File: src/rtl/rbx_pkg.sv
package rbx_pkg;
  typedef struct packed {
    logic latchToB;   // capture port A word for port B
    logic latchToA;   // capture port B word for port A
  } rbx_strobe_t;
endpackage

File: src/rtl/rbx_ctrl.sv
module rbx_ctrl
  import rbx_pkg::*;
(
  input  logic        clk,
  input  logic        rstN,
  input  logic        aEn,
  input  logic        aReq,
  input  logic        aRdNWr,
  output rbx_strobe_t strobe,
  output logic        resetDone
);
  logic roseLow;
  logic fellLow;
  logic aGo;

  assign aGo = !rstN && aEn && aReq;

  always_comb begin
    strobe.latchToB = aGo && !aRdNWr;
    strobe.latchToA = aGo && aRdNWr;
  end

  // edge seen on the rising side while reset is low
  always_ff @(posedge clk) begin
    if (!rstN)          roseLow <= 1'b1;
    else if (resetDone) roseLow <= 1'b0;
  end

  // edge seen on the falling side while reset is low
  always_ff @(negedge clk) begin
    if (!rstN)          fellLow <= 1'b1;
    else if (resetDone) fellLow <= 1'b0;
  end

  always_ff @(posedge clk) begin
    if (!rstN)                   resetDone <= 1'b0;
    else if (roseLow && fellLow) resetDone <= 1'b1;
  end

  AST_DONE_LOW_IN_RESET: assert property (@(posedge clk)
    (!rstN) |=> !resetDone);

  AST_DONE_STICKY: assert property (@(posedge clk) disable iff (!rstN)
    resetDone |=> resetDone);
endmodule

File: src/rtl/rbx_dp.sv
module rbx_dp
  import rbx_pkg::*;
#(
  parameter int DATA_W = 36
) (
  input  logic              clk,
  input  rbx_strobe_t       strobe,
  input  logic [DATA_W-1:0] aIn,
  input  logic [DATA_W-1:0] bIn,
  output logic [DATA_W-1:0] aOut,
  output logic              aVal,
  output logic [DATA_W-1:0] bOut,
  output logic              bVal
);
  localparam logic [DATA_W-1:0] IDLE_WORD = '0;

  always_ff @(posedge clk) begin
    bVal <= strobe.latchToB;
    bOut <= strobe.latchToB ? aIn : IDLE_WORD;
    aVal <= strobe.latchToA;
    aOut <= strobe.latchToA ? bIn : IDLE_WORD;
  end

  AST_B_CAPTURE: assert property (@(posedge clk)
    strobe.latchToB |=> (bVal && !aVal && bOut == $past(aIn)));

  AST_A_CAPTURE: assert property (@(posedge clk)
    strobe.latchToA |=> (aVal && !bVal && aOut == $past(bIn)));

  AST_NO_STROBE_IDLE: assert property (@(posedge clk)
    !(strobe.latchToA || strobe.latchToB) |=> (!aVal && !bVal));
endmodule

File: src/rtl/rbx_top.sv
module rbx_top
  import rbx_pkg::*;
#(
  parameter int DATA_W = 36
) (
  input  logic              clk,
  input  logic              rstN,
  input  logic              portAEn,
  input  logic              portAReq,
  input  logic              portARdNWr,
  input  logic [DATA_W-1:0] portAIn,
  output logic [DATA_W-1:0] portAOut,
  output logic              portAOutValid,
  input  logic              portBEn,
  input  logic              portBReq,
  input  logic              portBRdNWr,
  input  logic [DATA_W-1:0] portBIn,
  output logic [DATA_W-1:0] portBOut,
  output logic              portBOutValid,
  output logic              resetDone
);
  rbx_strobe_t strobe;

  rbx_ctrl ctrl_i (
    .clk(clk), .rstN(rstN), .aEn(portAEn), .aReq(portAReq),
    .aRdNWr(portARdNWr), .strobe(strobe), .resetDone(resetDone)
  );

  rbx_dp #(.DATA_W(DATA_W)) dp_i (
    .clk(clk), .strobe(strobe), .aIn(portAIn), .bIn(portBIn),
    .aOut(portAOut), .aVal(portAOutValid), .bOut(portBOut), .bVal(portBOutValid)
  );

  AST_DIR_FOLLOWS_A: assert property (@(posedge clk)
    (!rstN && portAEn && portAReq) |=> (portAOutValid == $past(portARdNWr)
      && portBOutValid == !$past(portARdNWr)));

  AST_SLAVE_IGNORED: assert property (@(posedge clk)
    (!rstN && portBEn && portBReq && !(portAEn && portAReq))
      |=> (!portAOutValid && !portBOutValid));

  AST_SLAVE_NO_DIR: assert property (@(posedge clk)
    (!rstN && portBEn && portBReq && portBRdNWr && portAEn && portAReq && !portARdNWr)
      |=> (portBOutValid && !portAOutValid));

  AST_IDLE_AFTER_RELEASE: assert property (@(posedge clk)
    rstN |=> (!portAOutValid && !portBOutValid && portAOut == '0 && portBOut == '0));
endmodule

File: config.mk
export PLATFORM = sky130hd
export DESIGN_NAME = rbx_top
export DESIGN_NICKNAME = d
export VERILOG_FILES = /design/src/rtl/rbx_pkg.sv /design/src/rtl/rbx_ctrl.sv /design/src/rtl/rbx_dp.sv /design/src/rtl/rbx_top.sv
export SDC_FILE = /design/constraint.sdc
export NUM_CORES = 1
export LEC_CHECK = 0
export BUFFER_PORTS_ARGS = -buffer_cell sky130_fd_sc_hd__clkbuf_2
export CELL_PAD_IN_SITES_DETAIL_PLACEMENT = 1
export CELL_PAD_IN_SITES_GLOBAL_PLACEMENT = 1
export CORE_MARGIN = 3
export CORE_UTILIZATION = 28
export DETAILED_ROUTE_END_ITERATION = 16
export GPL_TIMING_DRIVEN = 0
export PLACE_DENSITY = 0.88
export SLEW_MARGIN = 10
export SYNTH_ARGS = -nofsm -noshare
export SYNTH_HDL_FRONTEND = slang
export SYNTH_SLANG_ARGS = --single-unit
export TNS_END_PERCENT = 20
File: constraint.sdc
create_clock -name clk -period 1.3 [get_ports clk]
set_clock_uncertainty 0.1 [all_clocks]
set_input_delay 0.325 -clock clk [delete_from_list [all_inputs] [get_ports clk]]
set_output_delay 0.325 -clock clk [all_outputs]
set_load 0.05 [all_outputs]
# Yosys cells after proc, flatten, opt, wreduce, memory -nomap -nowiden
# Cells that the tools add are included.
[totals] output_inout_bits=75 register_bits=77 elab_cells=14 in_bits=80
[op_classes] reduce_logical=7
[op_table] cell="$logic_and 1x1->1" count=5
[op_table] cell="$logic_not 1->1" count=2

# Longest topological paths before layout
# Gate-level depths: netlist of the first run.
[logic_depth] ltp_word=4 ltp_mapped=4 mapped_depth_nobuf=2

# Hierarchy
# From an unflattened synthesis of the first run, not the netlist that was laid out.
[hier_totals] cells_unflattened=165 hier_area_um2=2165.8
[by_module_without_submodules] mod="rbx_dp" area_per_inst_um2=2052.0 seq_area_each_um2=1481.4 cells_per_inst=152 instances=1
[by_module_without_submodules] mod="rbx_ctrl" area_per_inst_um2=113.9 seq_area_each_um2=60.1 cells_per_inst=13 instances=1

==> flow_summary_export.csv, run 1 <==
group,metric,value,unit
layout,seq_area,1634,um2
power,power_density,1192,nW/um2
die,io_pins,155,
worst_setup_path,critPathMaxStageDelay,0.31,ns
synthesis,synth_top_flop_cell,"dfxtp_1",
worst_setup_path,worstPathBufferInverterCount,0,
synthesis,yosysUniqueCellTypes,12,
layout,finalNetCount,409,
sta,setup_viol,2,
grt,grt_usage,15.11,%
worst_setup_path,cp_max_fo,2,
place,dp.cells,416,
synthesis,synth-async-reset-ratio,0,%
layout,syn_to_final_growth,92.15,%
grt,overflow,0,
synthesis,yosysTopAreaCell,"dfxtp_1",
grt,grt_max_degree,14,
hold_path,min_from,"portBIn[15]",
worst_setup_path,r2r_slack,-0.05,ns
layout,multi_input_area,505.5,um2
clock_tree,cts_max_level,3,
status,outcome,"complete, but fails checks",
grt,grt_pass1_wl,9742,um
routing,antenna_left,0,
place,hpwl,4357,um
die,initial_utilization,29.12,%
place,pre_cts_ws,-0.08159,ns
status,violations,"negative setup slack",
power,p_sw,0.001164,W
power,p_sw_share,23.82,%
clock_tree,cts.reportedPaths.clkPinSlew,0.09,ns
worst_setup_path,worstPathRequired,1.44,ns
synthesis,synth_edf_count,0,
worst_setup_path,worst_setup_path_end_kind,"register",
layout,fillers,763,
worst_setup_path,cp_cell_sequence,"a21oi_2 -> nor2b_1",
place,port-buffer-count,151,
worst_setup_path,critPathLaunchType,"register",
routing,vias,1722,
clock_tree,cts-root-buf,"clkbuf_8",
worst_setup_path,reg2regPathDepth,2,
worst_setup_path,critPathSlowestCell,"dfxtp_2",
power,intPower,0.003723,W
place,gp_congestion,0.6554,
routing,drc,0,
hold_path,holdPathStages,2,
power,leakagePower,1.936,nW
synthesis,netlist.area_leader.share,72.22,%
sta,hold_viol,0,
die,num_rows,31,
power,vdd_drop_max,0.0006289,V
sta,rsz0062_at_grt,"yes",
routing,drt-wirelength-per-cell,16.20,um
synthesis,syn_area_per_cell,12.86,um2
hold_path,whs_endpoint,"dp_i.aOut[15]$_SDFF_PN0_",
clock_tree,clock_latency,0.38,ns
grt,grt_pass1_vias,1887,
routing,via_per_inst,3.977,
synthesis,syn_inst,166,
layout,instances_no_fill,433,
power,clkPwrFrac,40.4,%
sta,fin_ws,-0.05317,ns
layout,drive_above_1_share,76.95,%
layout,diodes,0,
worst_setup_path,r2r_start,"ctrl_i.fellLow$_SDFFE_NN1P_",
die,dieArea,8707,um2
routing,dr.pass1.iters,2,
routing,drt-total-wl,7013,um
clock_tree,cts_tree,"built",
synthesis,synth_most_common_cell,"dfxtp_1",
sta,worstMarginPinSlew,0.2247,ns
clock_tree,numClockSinks,77,
power,power_frac_seq,50.1,%
sta,worst_slew_margin_rel,84.81,%
hold_path,hold_path.class,"in2reg",
synthesis,synthTopCellsByArea,"dfxtp_1, and2_1, buf_6, and2_2, inv_1",
worst_setup_path,path_delay_family,"flip-flops",
grt,antenna_found_initial,0,
synthesis,ys_ff_latch,77,
worst_setup_path,path_class,"reg2reg",
synthesis,synth_area,2135,um2
clock_tree,cts-buffers-inserted,9,
synthesis,syn_nets,246,
sta,slew_violations,0,
die,core_area,7331,um2
synthesis,synth-warning-count,0,
die,die_y,93.31,um
synthesis,yosysSeqAreaShare,72.22,%
run,max-cap-violations,0,
clock_tree,cts.path.max_buffers,2,
die,die_w,93.31,um
routing,drt_iter0_drc,16,
power,power_frac_comb,9.5,%
synthesis,synthTopCellsByCount,"dfxtp_1, and2_1, and2_2",
worst_setup_path,r2r-end,"ctrl_i.resetDone$_SDFFE_PN0P_",
worst_setup_path,worst-endpoint-arrival,1.49,ns
==> layout by cell type (no fill, tap or decap), drive strengths merged, types with 2 or more instances in the layout <==
master    instances
bufinv            2
and2             72
dfxtp            77
clkinv            3
clkinvlp          2
buf              81
o21ai             2
inv               3
clkbuf           88
==> power groups by stage <==
stage | combinational (W) | sequential [W] | clock [W]
2_1_floorplan | 0.0000536 | 0.00263 | 0.00000963
3_3_place_gp | 0.000357 | 0.00247 | 0.00000963
3_5_place_dp | 0.000363 | 0.00248 | 0.00000963
4_1_cts | 0.000437 | 0.00243 | 0.00203
5_1_grt | 0.000490 | 0.00245 | 0.00217
6_report | 0.000464 | 0.00245 | 0.00197
==> worst reg2reg max path: cells and delay by family, from the launching register on <==
| kind | cells | cell delay [ns] |
|---|---|---|
| and+or+nand+nor | 1 | 0.05 |
| AOI/OAI and AO/OA | 1 | 0.11 |
| DFF | 1 | 0.31 |
==> timing repair <==
item | 4_1_cts | 5_1_grt
hold buffers | 0 | 0
pin swaps | 1 | 0
setup endpoints to repair | 76 | 75
endpoints found under the hold margin | 0 | 0
resized for setup | 175 | 121
buffers inserted | 0 | 1
==> final cells by class <==
cell class | instances | area share (%)
clock inverter | 8 | 2.288
clock buffer | 9 | 3.020
sequential | 77 | 39.84
timing repair buffer | 152 | 37.37
inverter | 2 | 0.1830
buffer | 8 | 1.952
multi-input combinational | 78 | 12.32
tap | 99 | 3.020
==> flip-flops by register name, summed over array words and instances, names as in the netlist <==
signal / count
dp_i.aVal: 1
dp_i.aOut: 36
ctrl_i.fellLow: 1
ctrl_i.roseLow: 1
dp_i.bOut: 36
ctrl_i.resetDone: 1
dp_i.bVal: 1
==> metrics by stage <==
step / instance area, um2 / hold slack [ns] / power, W / setup TNS, ns / utilization [%]
after floorplan: 2138 / 0.3012 / 0.002688 / -0.07994 / -
after global placement: 3018 / 0.3415 / 0.002841 / -2.429 / 41.17
after detailed placement: 3018 / 0.3582 / 0.002851 / -3.353 / 41.17
after CTS: 3943 / 0.05840 / 0.004905 / -0.08005 / 53.78
after global routing: 4101 / 0.05375 / 0.005113 / -0.2531 / 55.95
final: 4101 / 0.07265 / 0.004887 / -0.05753 / 55.95
==> layer usage <==
metal | wire (um) | part of all wire, % | GRT usage (%) | vias to the layer above
met2 | 4203 | 60 | 30.43 | 81
met1 | 2240 | 32 | 13.03 | 810
met5 | 0 | 0 | 0 | -
li1 | - | - | - | 825
met4 | 89 | 1.3 | 5.495 | 0
met3 | 479 | 6.8 | 5.953 | 6
==> logic make-up after synthesis <==
logic type,Yosys count,synth area share (%)
simple gates,75,22.80
compound gates,3,0.7032
buf+inv,11,4.279
flops,77,72.22
==> worst max path at each step <==
| stage | startpoint | end | cells after the start |
|---|---|---|---|
| 5_1_grt | ctrl_i.fellLow$_SDFFE_NN1P_ | ctrl_i.resetDone$_SDFFE_PN0P_ | 2 |
| 3_3_place_gp | rstN | dp_i.bOut[30]$_SDFF_PN0_ | 5 |
| 2_1_floorplan | ctrl_i.resetDone$_SDFFE_PN0P_ | ctrl_i.fellLow$_SDFFE_NN1P_ | 1 |
| 6_report | ctrl_i.fellLow$_SDFFE_NN1P_ | ctrl_i.resetDone$_SDFFE_PN0P_ | 2 |
| 3_5_place_dp | rstN | dp_i.bOut[26]$_SDFF_PN0_ | 5 |
| 4_1_cts | ctrl_i.fellLow$_SDFFE_NN1P_ | ctrl_i.resetDone$_SDFFE_PN0P_ | 2 |
No activity file was read; power rests on OpenSTA's default activity.
==> run 2: changes to the inputs <==
==> constraint.sdc (replaced) <==
create_clock -name clk -period 1.5 [get_ports clk]
set_clock_uncertainty 0.1 [all_clocks]
set_input_delay 0.375 -clock clk [delete_from_list [all_inputs] [get_ports clk]]
set_output_delay 0.375 -clock clk [all_outputs]
set_load 0.05 [all_outputs]
==> run 2 against run 1 <==
Against the previous run: the run now ends clean; design area is 23% lower; power down 25%; wire length is 25% lower; critical path type unchanged; highest routed layer unchanged.
==> flow_summary_export.csv, run 2 (synthesized netlist as in run 1, its figures left out) <==
group,metric,value,unit
worst_setup_path,worstPathRequired,1.62,ns
clock_tree,cts_setup_buffers,0,
routing,via_per_inst,3.821,
die,core_area,7331,um2
grt,antenna_found_initial,0,
die,initial_utilization,29.12,%
routing,drc,0,
clock_tree,cts-buffers-inserted,9,
routing,vias,1643,
routing,drt_iter0_drc,13,
sta,slew_violations,0,
layout,finalNetCount,408,
grt,grt_usage,12.23,%
grt,grt.busiest_layer,"met2",
layout,fillers,884,
place,port-buffer-count,151,
status,outcome,"finished, final reports clean",
power,vdd_drop_max,0.0004269,V
die,dieArea,8707,um2
run,max-cap-violations,0,
worst_setup_path,cp_max_fo,2,
layout,mostFrequentLayoutCells,"clkbuf_2, dfxtp_1, and2_1, clkbuf_8, and2_2",
worst_setup_path,cp_cell_sequence,"a21oi_2 -> nor2b_1",
routing,antenna_left,0,
routing,drt-total-wl,5292,um
grt,grtUsageMet3,3.862,%
layout,stdcell_area,3169,um2
clock_tree,clock_latency,0.37,ns
power,leakagePower,1.664,nW
layout,multi_input_area,505.5,um2
sta,setup_viol,0,
grt,grt_max_degree,12,
worst_setup_path,path_class,"reg2reg",
die,num_rows,31,
clock_tree,cts.reportedPaths.clkPinSlew,0.07,ns
worst_setup_path,critPathSlowestCell,"dfxtp_2",
grt,met1_usage,12.62,%
layout,diodes,0,
place,post_dp_cell_area,3018,um2
layout,seq_area,1546,um2
grt,overflow,0,
die,io_pins,155,
layout,largestRegisters,"dp_i.aOut x36, dp_i.bOut x36",
worst_setup_path,worst-endpoint-arrival,1.60,ns
place,gp_congestion,0.6395,
layout,final_common_cell,"clkbuf_2",
clock_tree,cts-root-buf,"clkbuf_8",
power,power_density,1154,nW/um2
place,hpwl,4354,um
grt,grt_pass1_wl,8079,um
sta,worst_slew_margin_rel,80.30,%
clock_tree,cts_max_level,3,
hold_path,hold_path.class,"in2reg",
worst_setup_path,critPathMaxStageDelay,0.31,ns
layout,drive_above_1_share,54.98,%
layout,final_core_util,43.23,%
clock_tree,cts_tree,"built",
routing,dr.pass1.iters,2,
sta,rsz0062_at_grt,"yes",
layout,syn_to_final_growth,48.48,%
clock_tree,cts.path.max_buffers,2,
grt,grt_use_met2,21.68,%
routing,drt-wirelength-per-cell,12.31,um
sta,worstMarginPinSlew,0.2968,ns
worst_setup_path,worst_setup_path_end_kind,"register",
clock_tree,numClockSinks,77,
power,p_total,0.003657,W
grt,grt_pass1_vias,1681,
sta,hold_viol,0,
die,die_y,93.31,um
die,die_w,93.31,um
worst_setup_path,critPathLaunchType,"register",
run 2: cell types whose count changed in the layout (fill, tap and decap cells not counted), moves of 70 or more:
cell	delta
buf_8	-72
dfxtp_1	+70
dfxtp_2	-70
clkbuf_2	+75
run 2: final timing paths:
path	from	end	slack (ns)	cells past startpoint
setup / recovery	ctrl_i.fellLow$_SDFFE_NN1P_	ctrl_i.resetDone$_SDFFE_PN0P_	0.02	2
hold / removal	portBIn[17]	dp_i.aOut[17]$_SDFF_PN0_	0.14	2
setup reg to reg	ctrl_i.fellLow$_SDFFE_NN1P_	ctrl_i.resetDone$_SDFFE_PN0P_	0.02	2
hold reg to reg	ctrl_i.fellLow$_SDFFE_NN1P_	ctrl_i.fellLow$_SDFFE_NN1P_	0.36	2
run 2: worst max-delay path: cells and delay by family (launching register included):
| family | cells | cell delay [ns] |
|---|---|---|
| AO/OA/AOI/OAI | 1 | 0.12 |
| flip-flops | 1 | 0.31 |
| AND/OR/NAND/NOR | 1 | 0.05 |
run 2: through the flow:
step | hold slack (ns) | TNS, ns | setup WS, ns | instances
CTS | 0.1132 | 0 | 0.006713 | 430
finish | 0.1408 | 0 | 0.01799 | 430
floorplan | 0.3302 | 0 | 0.005365 | 166
global placement | 0.3401 | -0.03001 | -0.03001 | 416
detailed placement | 0.3511 | -0.06100 | -0.05061 | 416
global route | 0.1214 | -0.005942 | -0.005942 | 430
run 2: layout make-up:
type | instances | share of cell area (%)
Multi-Input combinational cell | 78 | 15.95
Timing Repair Buffer | 151 | 23.85
Sequential cell | 77 | 48.80
Tap cell | 99 | 3.908
Buffer | 8 | 2.527
Clock inverter | 4 | 0.5922
Inverter | 2 | 0.2369
Clock buffer | 11 | 4.145
run 2: report_power, final:
part	switching (W)	internal, W
clock network	0.000667	0.000577
registers	0.0000159	0.00209
logic	0.000187	0.000123
run 2: per-layer routing:
layer / up-vias / share of wire [%]
met5: - / 0
met2: 79 / 53
li1: 821 / -
met3: 9 / 7.8
met1: 734 / 37
met4: 0 / 1.9
run 2: what timing repair did:
action | 4_1_cts | 5_1_grt
cloned | 0 | 0
pin swaps | 1 | 0
hold buffers | 0 | 0
gates resized for setup | 1 | 1
setup endpoints to repair | 1 | 1
==> run 3: changes to the inputs <==
--- a/config.mk
+++ b/config.mk
@@ -5,6 +5,7 @@
 export SDC_FILE = /design/constraint.sdc
 export NUM_CORES = 1
 export LEC_CHECK = 0
+export ABC_AREA = 1
 export BUFFER_PORTS_ARGS = -buffer_cell sky130_fd_sc_hd__clkbuf_2
 export CELL_PAD_IN_SITES_DETAIL_PLACEMENT = 1
 export CELL_PAD_IN_SITES_GLOBAL_PLACEMENT = 1
@@ -12,8 +13,8 @@
 export CORE_UTILIZATION = 28
 export DETAILED_ROUTE_END_ITERATION = 16
 export GPL_TIMING_DRIVEN = 0
-export PLACE_DENSITY = 0.88
-export SLEW_MARGIN = 10
+export PLACE_DENSITY = 0.89
+export SLEW_MARGIN = 20
 export SYNTH_ARGS = -nofsm -noshare
 export SYNTH_HDL_FRONTEND = slang
 export SYNTH_SLANG_ARGS = --single-unit
==> run 3 against run 2 <==
Against the previous run: combinational power up 18%; via count up 17%; clock power up 23%; synthesized cell count up 46%.
==> flow_summary_export.csv, run 3 <==
group,metric,value,unit
worst_setup_path,worstPathBufferInverterCount,1,
worst_setup_path,worstPathRequired,1.02,ns
synthesis,syn_area_per_cell,9.337,um2
worst_setup_path,path_class,"reg2out",
status,outcome,"finished, final reports clean",
synthesis,synthTopCellsByCount,"dfxtp_1, inv_1, nor2_1",
clock_tree,cts_max_level,3,
synthesis,synth_edf_count,0,
sta,whs,0.1264,ns
synthesis,yosysSeqAreaShare,68.22,%
hold_path,whs_endpoint,"dp_i.bOut[19]$_SDFF_PN0_",
sta,hold_viol,0,
sta,fin_ws,0.06793,ns
sta,rsz0062_at_grt,"no",
worst_setup_path,critPathSlowestCell,"dfxtp_4",
routing,dr.pass1.iters,2,
grt,overflow,0,
worst_setup_path,path_delay_family,"flip-flops",
routing,drt-wirelength-per-cell,11.05,um
layout,stdcell_area,3338,um2
power,p_sw,0.0009916,W
place,port-buffer-count,151,
die,core_area,7767,um2
clock_tree,clock_latency,0.37,ns
routing,drt-total-wl,5648,um
routing,antenna_left,0,
worst_setup_path,worst-endpoint-arrival,0.96,ns
die,io_pins,155,
worst_setup_path,cp_cell_sequence,"clkbuf_2",
clock_tree,cts-buffers-inserted,9,
place,pre_cts_ws,-0.04937,ns
worst_setup_path,cp_max_fo,2,
layout,syn_to_final_growth,47.73,%
synthesis,synth-async-reset-ratio,0,%
sta,worstMarginPinSlew,0.2971,ns
grt,grt_max_degree,14,
clock_tree,cts-root-buf,"clkbuf_8",
sta,slew_violations,0,
power,power_frac_comb,9.2,%
synthesis,synth-warning-count,0,
place,gp_congestion,0.6453,
synthesis,synth_top_flop_cell,"dfxtp_1",
clock_tree,cts.reportedPaths.clkPinSlew,0.09,ns
sta,fmax,0.6983,GHz
hold_path,min_from,"portAIn[19]",
die,initial_utilization,29.09,%
layout,fillers,983,
sta,worst_slew_margin_rel,80.28,%
worst_setup_path,worst_setup_path_end_kind,"output port",
worst_setup_path,critPathLaunchType,"register",
power,power_density,1194,nW/um2
synthesis,ys_ff_latch,77,
grt,grt_pass1_vias,2016,
worst_setup_path,crit_start,"ctrl_i.resetDone$_SDFFE_PN0P_",
synthesis,netlist.area_leader.share,68.22,%
sta,setup_viol,0,
routing,drc,0,
die,dieArea,9184,um2
hold_path,hold_path.class,"in2reg",
layout,mostFrequentLayoutCells,"clkbuf_2, inv_1, dfxtp_1, nor2_1, nor2_2",
power,clkPwrFrac,38.1,%
clock_tree,cts_tree,"built",
layout,drive_above_1_share,45.72,%
routing,via_per_inst,3.757,
worst_setup_path,critPathMaxStageDelay,0.35,ns
worst_setup_path,reg2regPathDepth,2,
sta,tns,0,ns
clock_tree,cts.path.max_buffers,2,
power,vdd_drop_max,0.0004251,V
power,p_sw_share,24.88,%
place,hpwl,4669,um
die,die_y,95.84,um
die,die_w,95.84,um
layout,seq_area,1545,um2
power,p_total,0.003985,W
grt,grt_pass1_wl,8397,um
synthesis,syn_nets,322,
worst_setup_path,r2r_slack,0.07,ns
synthesis,yosysTopAreaCell,"dfxtp_1",
routing,vias,1920,
synthesis,yosysUniqueCellTypes,9,
clock_tree,cts_setup_buffers,0,
run,max-cap-violations,0,
routing,drt_iter0_drc,13,
synthesis,synthTopCellsByArea,"dfxtp_1, inv_1, nor2_1, nor2_2, buf_6",
synthesis,syn_inst,242,
worst_setup_path,r2r-end,"ctrl_i.resetDone$_SDFFE_PN0P_",
layout,finalNetCount,484,
power,leakagePower,2.033,nW
place,post_dp_cell_area,3147,um2
layout,largestRegisters,"dp_i.aOut x36, dp_i.bOut x36",
layout,multi_input_area,361.6,um2
power,intPower,0.002993,W
worst_setup_path,r2r_start,"ctrl_i.fellLow$_SDFFE_NN1P_",
power,power_frac_seq,52.7,%
sta,fin_crit_sh,95.47,%
hold_path,holdPathStages,3,
clock_tree,numClockSinks,77,
layout,final_common_cell,"clkbuf_2",
grt,antenna_found_initial,0,
grt,grt_usage,12.02,%
die,num_rows,32,
sta,fin_crit,1.432,ns
layout,diodes,0,
synthesis,synth_area,2260,um2
-- run 3: changes by cell type after synthesis, sizes merged, moves of 2 or more --
cell / change
nor2: +73
nand2: +8
inv: +74
and2: -72
o21ai: -2
buf: -2
-- run 3: cell type report --
type | count | area share (%)
buffer | 6 | 2.024
clock buffer | 11 | 3.936
clock inverter | 6 | 1.912
inverter | 76 | 8.546
multi-input combinational | 82 | 10.83
sequential | 77 | 46.29
tap | 102 | 3.823
timing repair buffer | 151 | 22.64
-- run 3: worst max-delay path by stage --
stage | endpoint | slack [ns] | cells after the start
after CTS | resetDone | 0.04 | 1
after floorplan | ctrl_i.fellLow$_SDFFE_NN1P_ | -0.02 | 3
after global routing | portBOut[4] | 0.01 | 1
final | resetDone | 0.07 | 1
after global placement | ctrl_i.fellLow$_SDFFE_NN1P_ | -0.03 | 2
after detailed placement | ctrl_i.fellLow$_SDFFE_NN1P_ | -0.05 | 2
-- run 3: metrics by stage --
step	instances	utilization, %
after floorplan	242	-
after global placement	495	40.51
after detailed placement	495	40.51
after CTS	511	42.98
after global routing	511	42.98
final	511	42.98
-- run 3: power groups by stage --
stage / sequential (W) / combinational [W] / clock [W]
6_report: 0.00210 / 0.000366 / 0.00152
3_3_place_gp: 0.00214 / 0.000358 / 0.00000834
2_1_floorplan: 0.00227 / 0.0000847 / 0.00000834
5_1_grt: 0.00210 / 0.000404 / 0.00168
4_1_cts: 0.00210 / 0.000373 / 0.00159
3_5_place_dp: 0.00215 / 0.000371 / 0.00000834
-- run 3: logic make-up after synthesis --
kind of cell	count (synthesis)	share of synthesized area, %
AO/OA/AOI/OAI	1	0.3323
flip-flops	77	68.22
buffers and inverters	83	15.78
AND/OR/NAND/NOR	81	15.67
-- run 3: what timing repair did --
item / CTS / global route
hold buffers: 0 / 0
endpoints found under the setup margin: 0 / 1
resized for setup: 0 / 1
-- run 3: layer usage --
| layer | wire [um] | track usage, % | vias up | share of wire (%) |
|---|---|---|---|---|
| li1 | - | - | 973 | - |
| met1 | 2060 | 10.90 | 839 | 36 |
| met2 | 2922 | 22.64 | 100 | 52 |
| met3 | 595 | 5.473 | 8 | 11 |
| met4 | 70 | 5.332 | 0 | 1.2 |
| met5 | 0 | 0 | - | 0 |
